## src/rtl/wdt_pkg.sv

```systemverilog
package wdt_pkg;
  localparam int unsigned DW = 16;
  localparam int unsigned MIN_INIT = 4;

  localparam logic [7:0] OFF_RELOAD = 8'h00;
  localparam logic [7:0] OFF_STS1   = 8'h04;
  localparam logic [7:0] OFF_STS2   = 8'h06;
  localparam logic [7:0] OFF_CTL    = 8'h08;
  localparam logic [7:0] OFF_GUARD  = 8'h0C;
  localparam logic [7:0] OFF_INIT   = 8'h12;

  localparam int unsigned BIT_TMO    = 3;
  localparam int unsigned BIT_SECOND = 1;
  localparam int unsigned BIT_BOOT   = 2;
  localparam int unsigned BIT_HALT   = 11;

  function automatic logic [DW-1:0] merge_bytes(input logic [DW-1:0] old_v,
                                                input logic [DW-1:0] new_v,
                                                input logic [1:0]    be);
    return {be[1] ? new_v[15:8] : old_v[15:8], be[0] ? new_v[7:0] : old_v[7:0]};
  endfunction
endpackage

```

## src/rtl/wdt_tick_gen.sv

```systemverilog
module wdt_tick_gen #(
  parameter int unsigned TICK_CYCLES = 600
) (
  input  logic clk_i,
  input  logic rst_ni,
  input  logic run_i,
  input  logic clear_i,
  output logic tick_o
);
  localparam int unsigned PW = (TICK_CYCLES > 1) ? $clog2(TICK_CYCLES) : 1;
  localparam logic [PW-1:0] LAST = PW'(TICK_CYCLES - 1);

  logic [PW-1:0] pcnt_q;

  always_ff @(posedge clk_i or negedge rst_ni) begin
    if (!rst_ni)        pcnt_q <= '0;
    else if (clear_i)   pcnt_q <= '0;
    else if (run_i)     pcnt_q <= (pcnt_q == LAST) ? '0 : pcnt_q + 1'b1;
  end

  assign tick_o = run_i && (pcnt_q == LAST);
endmodule

```

## src/rtl/wdt_down_counter.sv

```systemverilog
module wdt_down_counter #(
  parameter int unsigned CNT_W   = 10,
  parameter int unsigned RST_VAL = 4
) (
  input  logic             clk_i,
  input  logic             rst_ni,
  input  logic             tick_i,
  input  logic             load_i,
  input  logic [CNT_W-1:0] init_i,
  output logic [CNT_W-1:0] cnt_o,
  output logic             expire_o
);
  logic [CNT_W-1:0] cnt_q;

  // a reload in the same cycle as a tick wins and suppresses the expiry
  assign expire_o = tick_i && !load_i && (cnt_q == '0);

  always_ff @(posedge clk_i or negedge rst_ni) begin
    if (!rst_ni)       cnt_q <= CNT_W'(RST_VAL);
    else if (load_i)   cnt_q <= init_i;
    else if (tick_i)   cnt_q <= (cnt_q == '0) ? init_i : cnt_q - 1'b1;
  end

  assign cnt_o = cnt_q;
endmodule

```

## src/rtl/wdt_status.sv

```systemverilog
module wdt_status (
  input  logic clk_i,
  input  logic rst_ni,
  input  logic expire_i,
  input  logic no_reboot_i,
  input  logic irq_en_i,
  input  logic clr_tmo_i,
  input  logic clr_second_i,
  input  logic clr_boot_i,
  output logic tmo_o,
  output logic second_o,
  output logic boot_o,
  output logic irq_o,
  output logic rst_req_o
);
  logic tmo_q, second_q, boot_q, irq_q, rst_q;
  logic first_hit, second_hit;

  assign first_hit  = expire_i && !tmo_q;
  assign second_hit = expire_i && tmo_q;

  // set has priority over a same-cycle write-1-to-clear
  always_ff @(posedge clk_i or negedge rst_ni) begin
    if (!rst_ni) begin
      tmo_q    <= 1'b0;
      second_q <= 1'b0;
      boot_q   <= 1'b0;
      irq_q    <= 1'b0;
      rst_q    <= 1'b0;
    end else begin
      if (first_hit)         tmo_q <= 1'b1;
      else if (clr_tmo_i)    tmo_q <= 1'b0;
      if (second_hit)        second_q <= 1'b1;
      else if (clr_second_i) second_q <= 1'b0;
      if (second_hit)        boot_q <= 1'b1;
      else if (clr_boot_i)   boot_q <= 1'b0;
      irq_q <= first_hit && irq_en_i;
      rst_q <= second_hit && !no_reboot_i;
    end
  end

  assign tmo_o     = tmo_q;
  assign second_o  = second_q;
  assign boot_o    = boot_q;
  assign irq_o     = irq_q;
  assign rst_req_o = rst_q;
endmodule

```

## src/rtl/wdt_two_stage.sv

```systemverilog
module wdt_two_stage
  import wdt_pkg::*;
#(
  parameter int unsigned CNT_W       = 10,
  parameter int unsigned CLKS_PER_MS = 1000,
  parameter bit          TICK_1S     = 1'b0
) (
  input  logic          clk_i,
  input  logic          rst_ni,
  input  logic [7:0]    addr_i,
  input  logic          wr_i,
  input  logic [1:0]    be_i,
  input  logic [DW-1:0] wdata_i,
  output logic [DW-1:0] rdata_o,
  input  logic          tmo_irq_en_i,
  output logic          irq_o,
  output logic          rst_req_o
);
  localparam int unsigned TICK_MS     = TICK_1S ? 1000 : 600;
  localparam int unsigned TICK_CYCLES = CLKS_PER_MS * TICK_MS;

  logic             halt_q, guard_q;
  logic [DW-1:0]    init_q, init_nxt;
  logic [CNT_W-1:0] cnt_q;
  logic             tick, expire, reload_we;
  logic             tmo_q, second_q, boot_q;
  logic [DW-1:0]    clr_mask;
  logic             any_be;

  assign any_be    = |be_i;
  assign reload_we = wr_i && any_be && (addr_i == OFF_RELOAD);
  assign clr_mask  = wdata_i & {{8{be_i[1]}}, {8{be_i[0]}}};
  assign init_nxt  = merge_bytes(init_q, wdata_i, be_i);

  always_ff @(posedge clk_i or negedge rst_ni) begin
    if (!rst_ni) begin
      halt_q  <= 1'b1;
      guard_q <= 1'b1;
      init_q  <= DW'(MIN_INIT);
    end else if (wr_i && any_be) begin
      if (addr_i == OFF_CTL && be_i[1])  halt_q  <= wdata_i[BIT_HALT];
      if (addr_i == OFF_GUARD && be_i[0]) guard_q <= wdata_i[0];
      if (addr_i == OFF_INIT && init_nxt[CNT_W-1:0] >= CNT_W'(MIN_INIT))
        init_q <= init_nxt;
    end
  end

  wdt_tick_gen #(.TICK_CYCLES(TICK_CYCLES)) u_tick (
    .clk_i, .rst_ni, .run_i(!halt_q), .clear_i(reload_we), .tick_o(tick)
  );

  wdt_down_counter #(.CNT_W(CNT_W), .RST_VAL(MIN_INIT)) u_cnt (
    .clk_i, .rst_ni, .tick_i(tick), .load_i(reload_we),
    .init_i(init_q[CNT_W-1:0]), .cnt_o(cnt_q), .expire_o(expire)
  );

  wdt_status u_sts (
    .clk_i, .rst_ni,
    .expire_i    (expire),
    .no_reboot_i (guard_q),
    .irq_en_i    (tmo_irq_en_i),
    .clr_tmo_i   (wr_i && addr_i == OFF_STS1 && clr_mask[BIT_TMO]),
    .clr_second_i(wr_i && addr_i == OFF_STS2 && clr_mask[BIT_SECOND]),
    .clr_boot_i  (wr_i && addr_i == OFF_STS2 && clr_mask[BIT_BOOT]),
    .tmo_o       (tmo_q),
    .second_o    (second_q),
    .boot_o      (boot_q),
    .irq_o       (irq_o),
    .rst_req_o   (rst_req_o)
  );

  always_comb begin
    rdata_o = '0;
    unique case (addr_i)
      OFF_RELOAD: rdata_o = DW'(cnt_q);
      OFF_STS1:   rdata_o[BIT_TMO] = tmo_q;
      OFF_STS2:   begin rdata_o[BIT_SECOND] = second_q; rdata_o[BIT_BOOT] = boot_q; end
      OFF_CTL:    rdata_o[BIT_HALT] = halt_q;
      OFF_GUARD:  rdata_o[0] = guard_q;
      OFF_INIT:   rdata_o = init_q;
      default:    rdata_o = '0;
    endcase
  end
endmodule

```

## config.mk

```make
export PLATFORM = sky130hd
export DESIGN_NAME = wdt_two_stage
export DESIGN_NICKNAME = d
export VERILOG_FILES = /design/src/rtl/wdt_pkg.sv /design/src/rtl/wdt_tick_gen.sv /design/src/rtl/wdt_down_counter.sv /design/src/rtl/wdt_status.sv /design/src/rtl/wdt_two_stage.sv
export SDC_FILE = /design/constraint.sdc
export NUM_CORES = 1
export LEC_CHECK = 0
export ABC_AREA = 1
export BUFFER_PORTS_ARGS = -buffer_cell sky130_fd_sc_hd__buf_2
export CELL_PAD_IN_SITES_DETAIL_PLACEMENT = 1
export CELL_PAD_IN_SITES_GLOBAL_PLACEMENT = 1
export CORE_MARGIN = 2
export CORE_UTILIZATION = 41
export CTS_CLUSTER_SIZE = 8
export DETAILED_ROUTE_END_ITERATION = 16
export HOLD_SLACK_MARGIN = 0.1
export PLACE_DENSITY_LB_ADDON = 0.2
export SETUP_SLACK_MARGIN = 0.05
export SLEW_MARGIN = 20
export SYNTH_ARGS = -nofsm -noshare
export SYNTH_HDL_FRONTEND = slang
export SYNTH_SLANG_ARGS = --single-unit
```

## constraint.sdc

```tcl
create_clock -name clk_i -period 2 [get_ports clk_i]
set_clock_uncertainty 0.15 [all_clocks]
set_input_delay 0.2 -clock clk_i [delete_from_list [all_inputs] [get_ports clk_i]]
set_output_delay 0.2 -clock clk_i [all_outputs]
set_load 0.02 [all_outputs]
```

# ---- After elaboration in Yosys (flattened, before gate mapping)
# Index checks and enable logic that the tools add are counted.
dict set report totals {
  in_bits 30
  elab_cells 74
  ff_bits 53
}
dict set report classes {
  magnitude_cmp 1
  addsub 2
  n_reduce_logical 32
  bitwise_logic 1
  n_eq_ne 7
  mux 20
}
# operator count
set ops {}
lappend ops {{20-bit 2-to-1 mux} 3}
lappend ops {{10-bit 2-to-1 mux} 3}
lappend ops {{20-bit by 1-bit adder with 20-bit output, second input constant} 1}
lappend ops {{20-bit == test, second input constant} 1}
lappend ops {{1-bit logical AND} 17}
lappend ops {{8-bit by 3-bit == test with 1-bit output, second input constant} 2}
lappend ops {{8-bit by 4-bit == test with 1-bit output, second input constant} 2}
lappend ops {{7-bit one-hot mux with 2 select lines} 1}
lappend ops {{10-bit by 3-bit greater-or-equal comparator with 1-bit output, second input constant} 1}
lappend ops {{10-bit logical NOT} 1}
lappend ops {{10-bit by 1-bit subtractor with 10-bit output, second input constant} 1}
lappend ops {{8-bit by 5-bit == test with 1-bit output, second input constant} 1}
lappend ops {{8-bit logical NOT} 1}
lappend ops {{8-bit 2-to-1 mux} 1}
lappend ops {{2-bit nonzero test} 4}
lappend ops {{1-bit 2-to-1 mux} 6}
lappend ops {{1-bit one-hot mux with 3 select lines} 2}
lappend ops {{2-bit one-hot mux with 3 select lines} 1}
lappend ops {{2-bit AND reduction} 3}
lappend ops {{4-bit bitwise AND} 1}
lappend ops {{1-bit logical NOT} 4}
lappend ops {{4-bit 2-to-1 mux} 1}
lappend ops {{3-bit AND reduction} 1}
lappend ops {{2-bit 2-to-1 mux} 1}
lappend ops {{other kinds (3)} 3}

# ---- Logic depth before layout (Yosys ltp)
# Gate-level depths: netlist (run 1).
dict set report logic_depth {
  depth_word 8
  mapped_depth 12
  ltp_nobuf 11
}

# ---- Cells and area by module
# Synthesis (run 1) repeated with hierarchy kept, for this count alone.
dict set report hier_totals {
  hier_cells 540
  hier_area_um2 3648.5
}
# mod area_per_inst_um2 seq_area_each_um2 n_inst cells_per_inst
set modules_own_cells {}
lappend modules_own_cells {wdt_tick_gen 1402.6 500.5 1 204}
lappend modules_own_cells {wdt_two_stage 1276.2 454.2 1 198}
lappend modules_own_cells {wdt_down_counter 783.3 251.5 1 118}
lappend modules_own_cells {wdt_status 186.4 125.1 1 20}

# ---- Worst setup path before layout (run 1)
# No wires, ideal clock.
dict set report synth_timing {
  kind {flip-flop to flip-flop}
  from {register u_cnt.cnt_q[0], in the netlist u_cnt.cnt_o[0]}
  to {register u_cnt.cnt_q[7], in the netlist u_cnt.cnt_o[7]}
  required_time_ps 1785
  setup_slack_ps 313
  arrival_time_ps 1472
  path_stages_with_launch 11
  setup_ps 65
  cell_sequence {dfrtp_1 inv_1 ha_1 nand2_1 nor2_4 nand2_4 nand2_2 inv_1 nand2_1 nand3_1 nand2_1}
}
dict set report synth_via {
  elab_chain_cells 4
}
# element line
set synth_lines {}
lappend synth_lines {{start: declaration} wdt_down_counter.sv:13} ;# logic [CNT_W-1:0] cnt_q;
lappend synth_lines {{start signal: assignment} wdt_down_counter.sv:19} ;# if (!rst_ni) cnt_q <= CNT_W'(RST_VAL);
lappend synth_lines {{start signal: assignment} wdt_down_counter.sv:20} ;# else if (load_i) cnt_q <= init_i;
lappend synth_lines {{start signal: assignment} wdt_down_counter.sv:21} ;# else if (tick_i) cnt_q <= (cnt_q == '0) ? init_i : cnt_q - 1'b1;
lappend synth_lines {{10-bit by 1-bit subtractor with 10-bit output or 10-bit logical NOT (tied branches)} wdt_down_counter.sv:21}
lappend synth_lines {{10-bit 2-to-1 mux * (2 in a row)} wdt_down_counter.sv:21}
lappend synth_lines {{10-bit 2-to-1 mux *} wdt_down_counter.sv:20}
# Mark *: on every way between the ends. The rest lies on a longest branch, timed or not. The select of a mux whose other input is x is not followed.
# A chain may end at the register's enable or synchronous reset.

# ---- Worst setup path after layout (run 1)
dict set report layout_timing {
  from {register u_tick.pcnt_q[1]}
  to {register u_tick.pcnt_q[18]}
}
dict set report layout_via {
  elab_chain_cells 4
}
# element line
set layout_lines {}
lappend layout_lines {{start: declaration} wdt_tick_gen.sv:13} ;# logic [PW-1:0] pcnt_q;
lappend layout_lines {{start signal: assignment} wdt_tick_gen.sv:18} ;# else if (run_i) pcnt_q <= (pcnt_q == LAST) ? '0 : pcnt_q + 1'b1;
lappend layout_lines {{20-bit by 1-bit adder with 20-bit output or 20-bit == test (tied branches)} wdt_tick_gen.sv:18}
lappend layout_lines {{20-bit 2-to-1 mux * (2 in a row)} wdt_tick_gen.sv:18}
lappend layout_lines {{20-bit 2-to-1 mux *} wdt_tick_gen.sv:17} ;# else if (clear_i) pcnt_q <= '0;
# Marked as above.

==> results of run 1 <==
==> layer usage <==
layer  part of all wire  global-route usage  wire length [µm]  vias up
li1                   -                   -                 -     1873
met1               0.44               0.286              4920     1808
met2               0.52               0.456              5820       51
met3              0.021              0.0315               242       21
met4              0.025              0.0833               284        0
met5                  0                   0                 0        -
==> through the flow <==
step | power (mW) | worst slack (ps) | util
after floorplan | 1.30 | 313 | -
after global placement | 1.42 | 51.1 | 0.465
after detailed placement | 1.43 | -18.5 | 0.465
after CTS | 2.25 | 28.7 | 0.497
after global routing | 2.34 | 48.1 | 0.506
final | 2.24 | 140 | 0.506
==> logic make-up (layout without fill, tap and decap cells) <==
family,count (synthesis),after routing
AOI/OAI and AO/OA,50,50
buffers and inverters,82,157
DFF,53,53
and+or+nand+nor,349,349
xor gates and xnor gates,8,8
adders and majority gates,2,2
==> area by class of cell <==
cell class | count | area, µm²
tap | 108 | 135
clock inverter | 1 | 30.0
fill | 1163 | 4270
multi-input combinational | 409 | 2000
clock buffer | 7 | 86.3
timing repair buffer | 76 | 513
inverter | 73 | 274
sequential | 53 | 1330
==> cell usage in the layout (no fill, tap or decap), types with 7 or more instances in the layout <==
| cell | n |
|---|---|
| buf_2 | 47 |
| buf_4 | 13 |
| dfrtp_1 | 49 |
| dlygate4sd3_1 | 14 |
| inv_1 | 70 |
| nand2_1 | 186 |
| nand2_4 | 7 |
| nand3_1 | 36 |
| nand4_1 | 20 |
| nor2_1 | 69 |
| nor3_1 | 8 |
| o21ai_0 | 13 |
| o21ai_1 | 12 |
| xor2_1 | 7 |
==> critical path: cells and delay by family, from the launching register on <==
family / cells / cell delay [ps]
adder cells (fa/ha/maj): 1 / 220
flip-flops: 1 / 390
AO/OA/AOI/OAI: 1 / 80
buffers and inverters: 1 / 110
AND/OR/NAND/NOR: 5 / 790
==> power groups by stage <==
stage / clock [mW] / sequential (mW) / combinational, mW
floorplan: 0 / 1.16 / 0.148
global placement: 0 / 1.15 / 0.268
detailed placement: 0 / 1.16 / 0.277
CTS: 0.814 / 1.14 / 0.298
global route: 0.841 / 1.14 / 0.360
finish: 0.789 / 1.14 / 0.316
==> flip-flops by register name (all words and copies together) (netlist names) <==
name	flops
u_cnt.cnt_o	10
u_sts.boot_o	1
guard_q	1
u_sts.second_o	1
u_tick.pcnt_q	20
u_sts.rst_req_o	1
halt_q	1
init_q	16
u_sts.irq_o	1
u_sts.tmo_o	1
==> final timing paths <==
| kind | startpoint | end | slack, ps | cells past startpoint |
|---|---|---|---|---|
| max | u_tick.pcnt_q[1] | u_tick.pcnt_q[18] | 140 | 8 |
| max reg2reg | u_tick.pcnt_q[1] | u_tick.pcnt_q[18] | 140 | 8 |
| min reg2reg | init_q[15] | init_q[15] | 340 | 2 |
| min | wr_i | u_sts.second_o | 120 | 4 |
| max in group asynchronous | rst_ni | guard_q | 1120 | 3 |
| min in group asynchronous | rst_ni | u_tick.pcnt_q[12] | 260 | 3 |
==> repair_timing <==
action                                  in CTS  in global routing
endpoints found under the hold margin       68                  0
pin swaps                                    1                  3
resized for setup                            4                 12
buffers inserted                             0                  3
endpoints found under the setup margin       8                 41
hold buffers                                14                  0
==> flow_metrics.py, run 1 <==
metrics = {
    "outcome": {
        "status": "finished, final reports clean",
    },
    "finish": {
        "drive_above_1_share": 0.181,
        "finalNonFillerCells": 727,
        "fin_area_um2": 4370,
        "area_growth_pct": 21.0,
        "n_antenna_cell": 0,
        "layout.nets": 650,
    },
    "clock_network": {
        "clockBufferDepth": 2,
        "cts_buffers": 5,
        "clk_pin_slew_worst_paths_ps": 100,
        "root_buffer": "clkbuf_8",
        "worst_skew_pair.late_latency_ps": 320,
        "cts_tree": "built",
        "htree_num_levels": 2,
        "clock_sinks": 53,
    },
    "pwr": {
        "power_density_nw_per_um2": 513,
        "swShare": 0.264,
        "p_clk_frac": 0.352,
        "pwr-share-comb": 0.141,
        "power_switching_mw": 0.592,
        "p_seq_frac": 0.507,
        "cellLeakagePower_nw": 2.26,
        "p_int_mw": 1.65,
        "ir_drop_mv": 0.278,
    },
    "synthesis": {
        "synth-xor-area-share": 0.0194,
        "synthFlopType": "dfrtp_1",
        "synthTopCellsByArea": "dfrtp_1 34%, nand2_1 20%, nor2_1 7.4%, inv_1 7.3%, nand3_1 5.4%",
        "synth_largest_area_cell": "dfrtp_1",
        "synth.top_cell.area_share": 0.340,
        "yosysWarnings": 0,
        "ys_seq_elements": 53,
        "syn_nets": 576,
        "yosysSeqAreaShare": 0.369,
        "synth_compound_gate_area_share": 0.0870,
        "synth_commonest_cells": "188 x nand2_1, 71 x nor2_1, 70 x inv_1",
        "syn_inst": 544,
        "synthMuxAreaShare": 0,
        "synth_top_family_by_area": "simple AND/OR/NAND/NOR gates",
        "netlist_area_um2": 3610,
        "async_flop_share": 1.00,
        "ys_types": 34,
        "yosysMostFrequentCell": "nand2_1",
        "synth_area_per_cell_um2": 6.64,
        "synth_edf_count": 0,
        "synth-simple-area-share": 0.420,
        "synthAdderAreaFrac": 0.00693,
    },
    "timing": {
        "fmax_mhz": 538,
        "finalCritPeriodShare": 0.930,
        "whs_ps": 117,
        "tns_ps": 0,
        "period_needed_ps": 1860,
        "hold_viol": 0,
        "finalSetupViolations": 0,
        "worst_pin_slew_ps": 455,
        "slew_headroom": 0.694,
        "rsz0062_at_grt": "true",
        "finalMaxSlewViolations": 0,
    },
    "global_routing": {
        "grt_max_degree": 54,
        "grt_pass1_wl_mm": 18.9,
        "antenna_found_initial": 0,
        "grt_pass1_vias": 3964,
        "overflow": 0,
        "grt_usage": 0.244,
    },
    "place": {
        "dpl.cell_count": 702,
        "gp_congestion": 0.877,
        "hpwl_mm": 8.58,
        "port_buffers": 47,
        "placed_area_um2": 4020,
    },
    "setup_path": {
        "required_ps": 2050,
        "cp_max_fo": 6,
        "worstSetupStartpointType": "register",
        "max_stage_delay_ps": 390,
        "worstPathArrival_ps": 1910,
        "crit_path_top_delay_cell": "dfrtp_1",
        "crit_top_cell": "nand3_2",
        "critPathCaptureType": "register",
        "critPathKind": "reg -> reg",
        "crit_chain": "ha_2 > nand2_2 > nor3_4 > nand3_2 > nand3_2 > inv_1 > nand2_1 > o21ai_1",
    },
    "min_path": {
        "worstHoldPathType": "in -> reg",
    },
    "floorplanning": {
        "die_x_um": 97.8,
        "chipHeight_um": 97.8,
        "dieArea_um2": 9570,
        "core_area_um2": 8640,
        "rows": 34,
        "initial_core_util": 0.418,
        "ios": 48,
    },
    "route": {
        "routed_wl_mm": 11.3,
        "detail-route-antenna-nets": 0,
        "dr.pass1.iters": 4,
        "drc_errors": 0,
        "via_count": 3753,
        "wl_per_cell_um": 15.5,
        "drt_iter0_markers": 104,
        "viasPerCell": 5.16,
    },
    "job": {
        "drv_cap": 0,
    },
}
No activity file was read; power rests on OpenSTA's default activity.
==> inputs of run 2 (changes only) <==
==> constraint.sdc (replaced) <==
create_clock -name clk_i -period 1.75 [get_ports clk_i]
set_clock_uncertainty 0.15 [all_clocks]
set_input_delay 0.175 -clock clk_i [delete_from_list [all_inputs] [get_ports clk_i]]
set_output_delay 0.175 -clock clk_i [all_outputs]
set_load 0.02 [all_outputs]
==> run 2 against run 1 <==
The run now ends with negative setup slack left. Global-route usage rose by 1.6 points. Maximum frequency is 4.5% higher. Sequential power rose by 14%. Combinational power increased by 38%. Critical endpoint is now u_cnt.cnt_o[7]. Highest routed layer unchanged.
==> flow_metrics.py, run 2 (synthesis gave the netlist of run 1 again) <==
metrics = {
    "outcome": {
        "status": "complete, but fails checks",
        "violations": "negative setup slack",
    },
    "setup_path": {
        "cp_max_fo": 5,
        "worstSetupStartpointType": "register",
        "worst_r2r_endpoint": "u_cnt.cnt_o[7]",
        "required_ps": 1870,
        "critPathCaptureType": "register",
        "crit_path_top_delay_cell": "dfrtp_1",
        "crit_chain": "ha_4 > nand2_4 > nor3_4 > nand3_4 > o21bai_4 > nand3_1 > nand2_1",
        "worstPathArrival_ps": 1900,
        "reg2regPathDepth": 7,
        "critPathKind": "reg -> reg",
        "r2r_slack_ps": -30,
        "r2r-start": "u_tick.pcnt_q[1]",
        "max_stage_delay_ps": 410,
    },
    "route": {
        "drt_iter0_markers": 170,
        "via_count": 4093,
        "detail-route-antenna-nets": 0,
        "drc_errors": 0,
        "viasPerCell": 5.35,
        "dr.pass1.iters": 4,
        "wl_per_cell_um": 17.0,
        "routed_wl_mm": 13.0,
    },
    "finish": {
        "largest-register": "u_tick.pcnt_q",
        "area_growth_pct": 34.9,
        "n_antenna_cell": 0,
        "drive_above_1_share": 0.297,
        "layout.nets": 688,
        "largest_reg_flops": 20,
        "final_cell_mix": "169 x nand2_1, 65 x nor2_1, 61 x inv_1",
        "mostFrequentLayoutCell": "nand2_1",
    },
    "clock_network": {
        "htree_num_levels": 2,
        "worst_skew_pair.late_latency_ps": 330,
        "cts_tree": "built",
        "clk_pin_slew_worst_paths_ps": 100,
        "clockBufferDepth": 2,
        "root_buffer": "clkbuf_8",
        "cts_buffers": 5,
        "clock_sinks": 53,
    },
    "pwr": {
        "p_clk_frac": 0.294,
        "ir_drop_mv": 0.301,
        "p_int_mw": 1.74,
        "swShare": 0.296,
        "total_power_mw": 2.47,
        "power_switching_mw": 0.729,
        "p_seq_frac": 0.529,
        "cellLeakagePower_nw": 2.46,
        "power_density_nw_per_um2": 506,
        "pwr-share-comb": 0.177,
    },
    "global_routing": {
        "grt_pass1_vias": 4259,
        "grt_usage": 0.260,
        "antenna_found_initial": 0,
        "grt_max_degree": 39,
        "grt_pass1_wl_mm": 20.1,
        "overflow": 0,
    },
    "place": {
        "gp_congestion": 0.862,
        "hpwl_mm": 9.21,
        "port_buffers": 47,
    },
    "min_path": {
        "worstHoldPathType": "in -> reg",
        "hold_path_end": "init_q[6]",
        "hold_path.startpoint": "wdata_i[6]",
        "min_path_cells": 4,
    },
    "timing": {
        "period_needed_ps": 1780,
        "finalCritPeriodShare": 1.02,
        "whs_ps": 89.2,
        "worst_pin_slew_ps": 540,
        "finalSetupViolations": 2,
        "hold_viol": 0,
        "layout_setup_ws_ps": -30.8,
        "fmax_mhz": 562,
        "slew_headroom": 0.639,
        "finalMaxSlewViolations": 0,
        "rsz0062_at_grt": "true",
    },
    "floorplanning": {
        "initial_core_util": 0.418,
        "ios": 48,
        "die_x_um": 97.8,
        "dieArea_um2": 9570,
        "rows": 34,
        "core_area_um2": 8640,
        "chipHeight_um": 97.8,
    },
    "job": {
        "drv_cap": 0,
    },
}
-- run 2: routing by layer --
layer / GRT usage / vias up / routed length, µm
met4: 0.0940 / 0 / 380
met2: 0.497 / 84 / 7070
met3: 0.0286 / 28 / 302
li1: - / 1952 / -
met1: 0.295 / 2029 / 5260
met5: 0 / - / 0
-- run 2: critical path: cells and delay by family (launching register included) --
| kind | cells | cell delay, ps |
|---|---|---|
| compound gates | 1 | 260 |
| fa+ha+maj | 1 | 170 |
| flops | 1 | 410 |
| simple gates | 5 | 730 |
-- run 2: worst max-delay path by stage --
| stage | from | to | depth (start not counted) | slack (ps) |
|---|---|---|---|---|
| 2_1_floorplan | u_cnt.cnt_o[0] | u_cnt.cnt_o[7] | 10 | 60 |
| 3_3_place_gp | u_tick.pcnt_q[0] | u_tick.pcnt_q[18] | 8 | -50 |
| 3_5_place_dp | u_tick.pcnt_q[0] | u_tick.pcnt_q[1] | 8 | -190 |
| 4_1_cts | u_tick.pcnt_q[1] | u_cnt.cnt_o[5] | 9 | 20 |
| 5_1_grt | u_tick.pcnt_q[1] | u_sts.rst_req_o | 7 | -90 |
| 6_report | u_tick.pcnt_q[1] | u_cnt.cnt_o[7] | 7 | -30 |
-- run 2: metrics by stage --
step,setup TNS [ps],instance area (µm²),setup WS [ps],utilization,cells
global placement,-156,4220,-50.8,0.489,729
global route,-2170,4870,-89.5,0.564,765
floorplan,0,3610,63.2,-,544
CTS,0,4610,15.9,0.534,757
detailed placement,-1970,4220,-186,0.489,729
finish,-54.1,4870,-30.8,0.564,765
-- run 2: what timing repair did --
action / CTS / global route
hold buffers: 18 / 0
hold endpoints to repair: 66 / 0
cloned: 0 / 3
pin swaps: 7 / 16
setup endpoints to repair: 35 / 62
setup buffers: 2 / 5
resized for setup: 25 / 61
-- run 2: power groups by stage --
stage | Sequential (mW) | Combinational [mW] | Clock, mW
finish | 1.30 | 0.437 | 0.724
global route | 1.31 | 0.490 | 0.787
CTS | 1.30 | 0.392 | 0.727
detailed placement | 1.32 | 0.346 | 0
global placement | 1.31 | 0.333 | 0
floorplan | 1.32 | 0.169 | 0
-- run 2: layout make-up --
| cell class | instances | area, µm² |
|---|---|---|
| inverter | 73 | 277 |
| fill | 1152 | 3770 |
| tap | 108 | 135 |
| multi-input combinational | 412 | 2230 |
| clock buffer | 6 | 72.6 |
| clock inverter | 2 | 10.0 |
| sequential | 53 | 1340 |
| timing repair buffer | 111 | 808 |
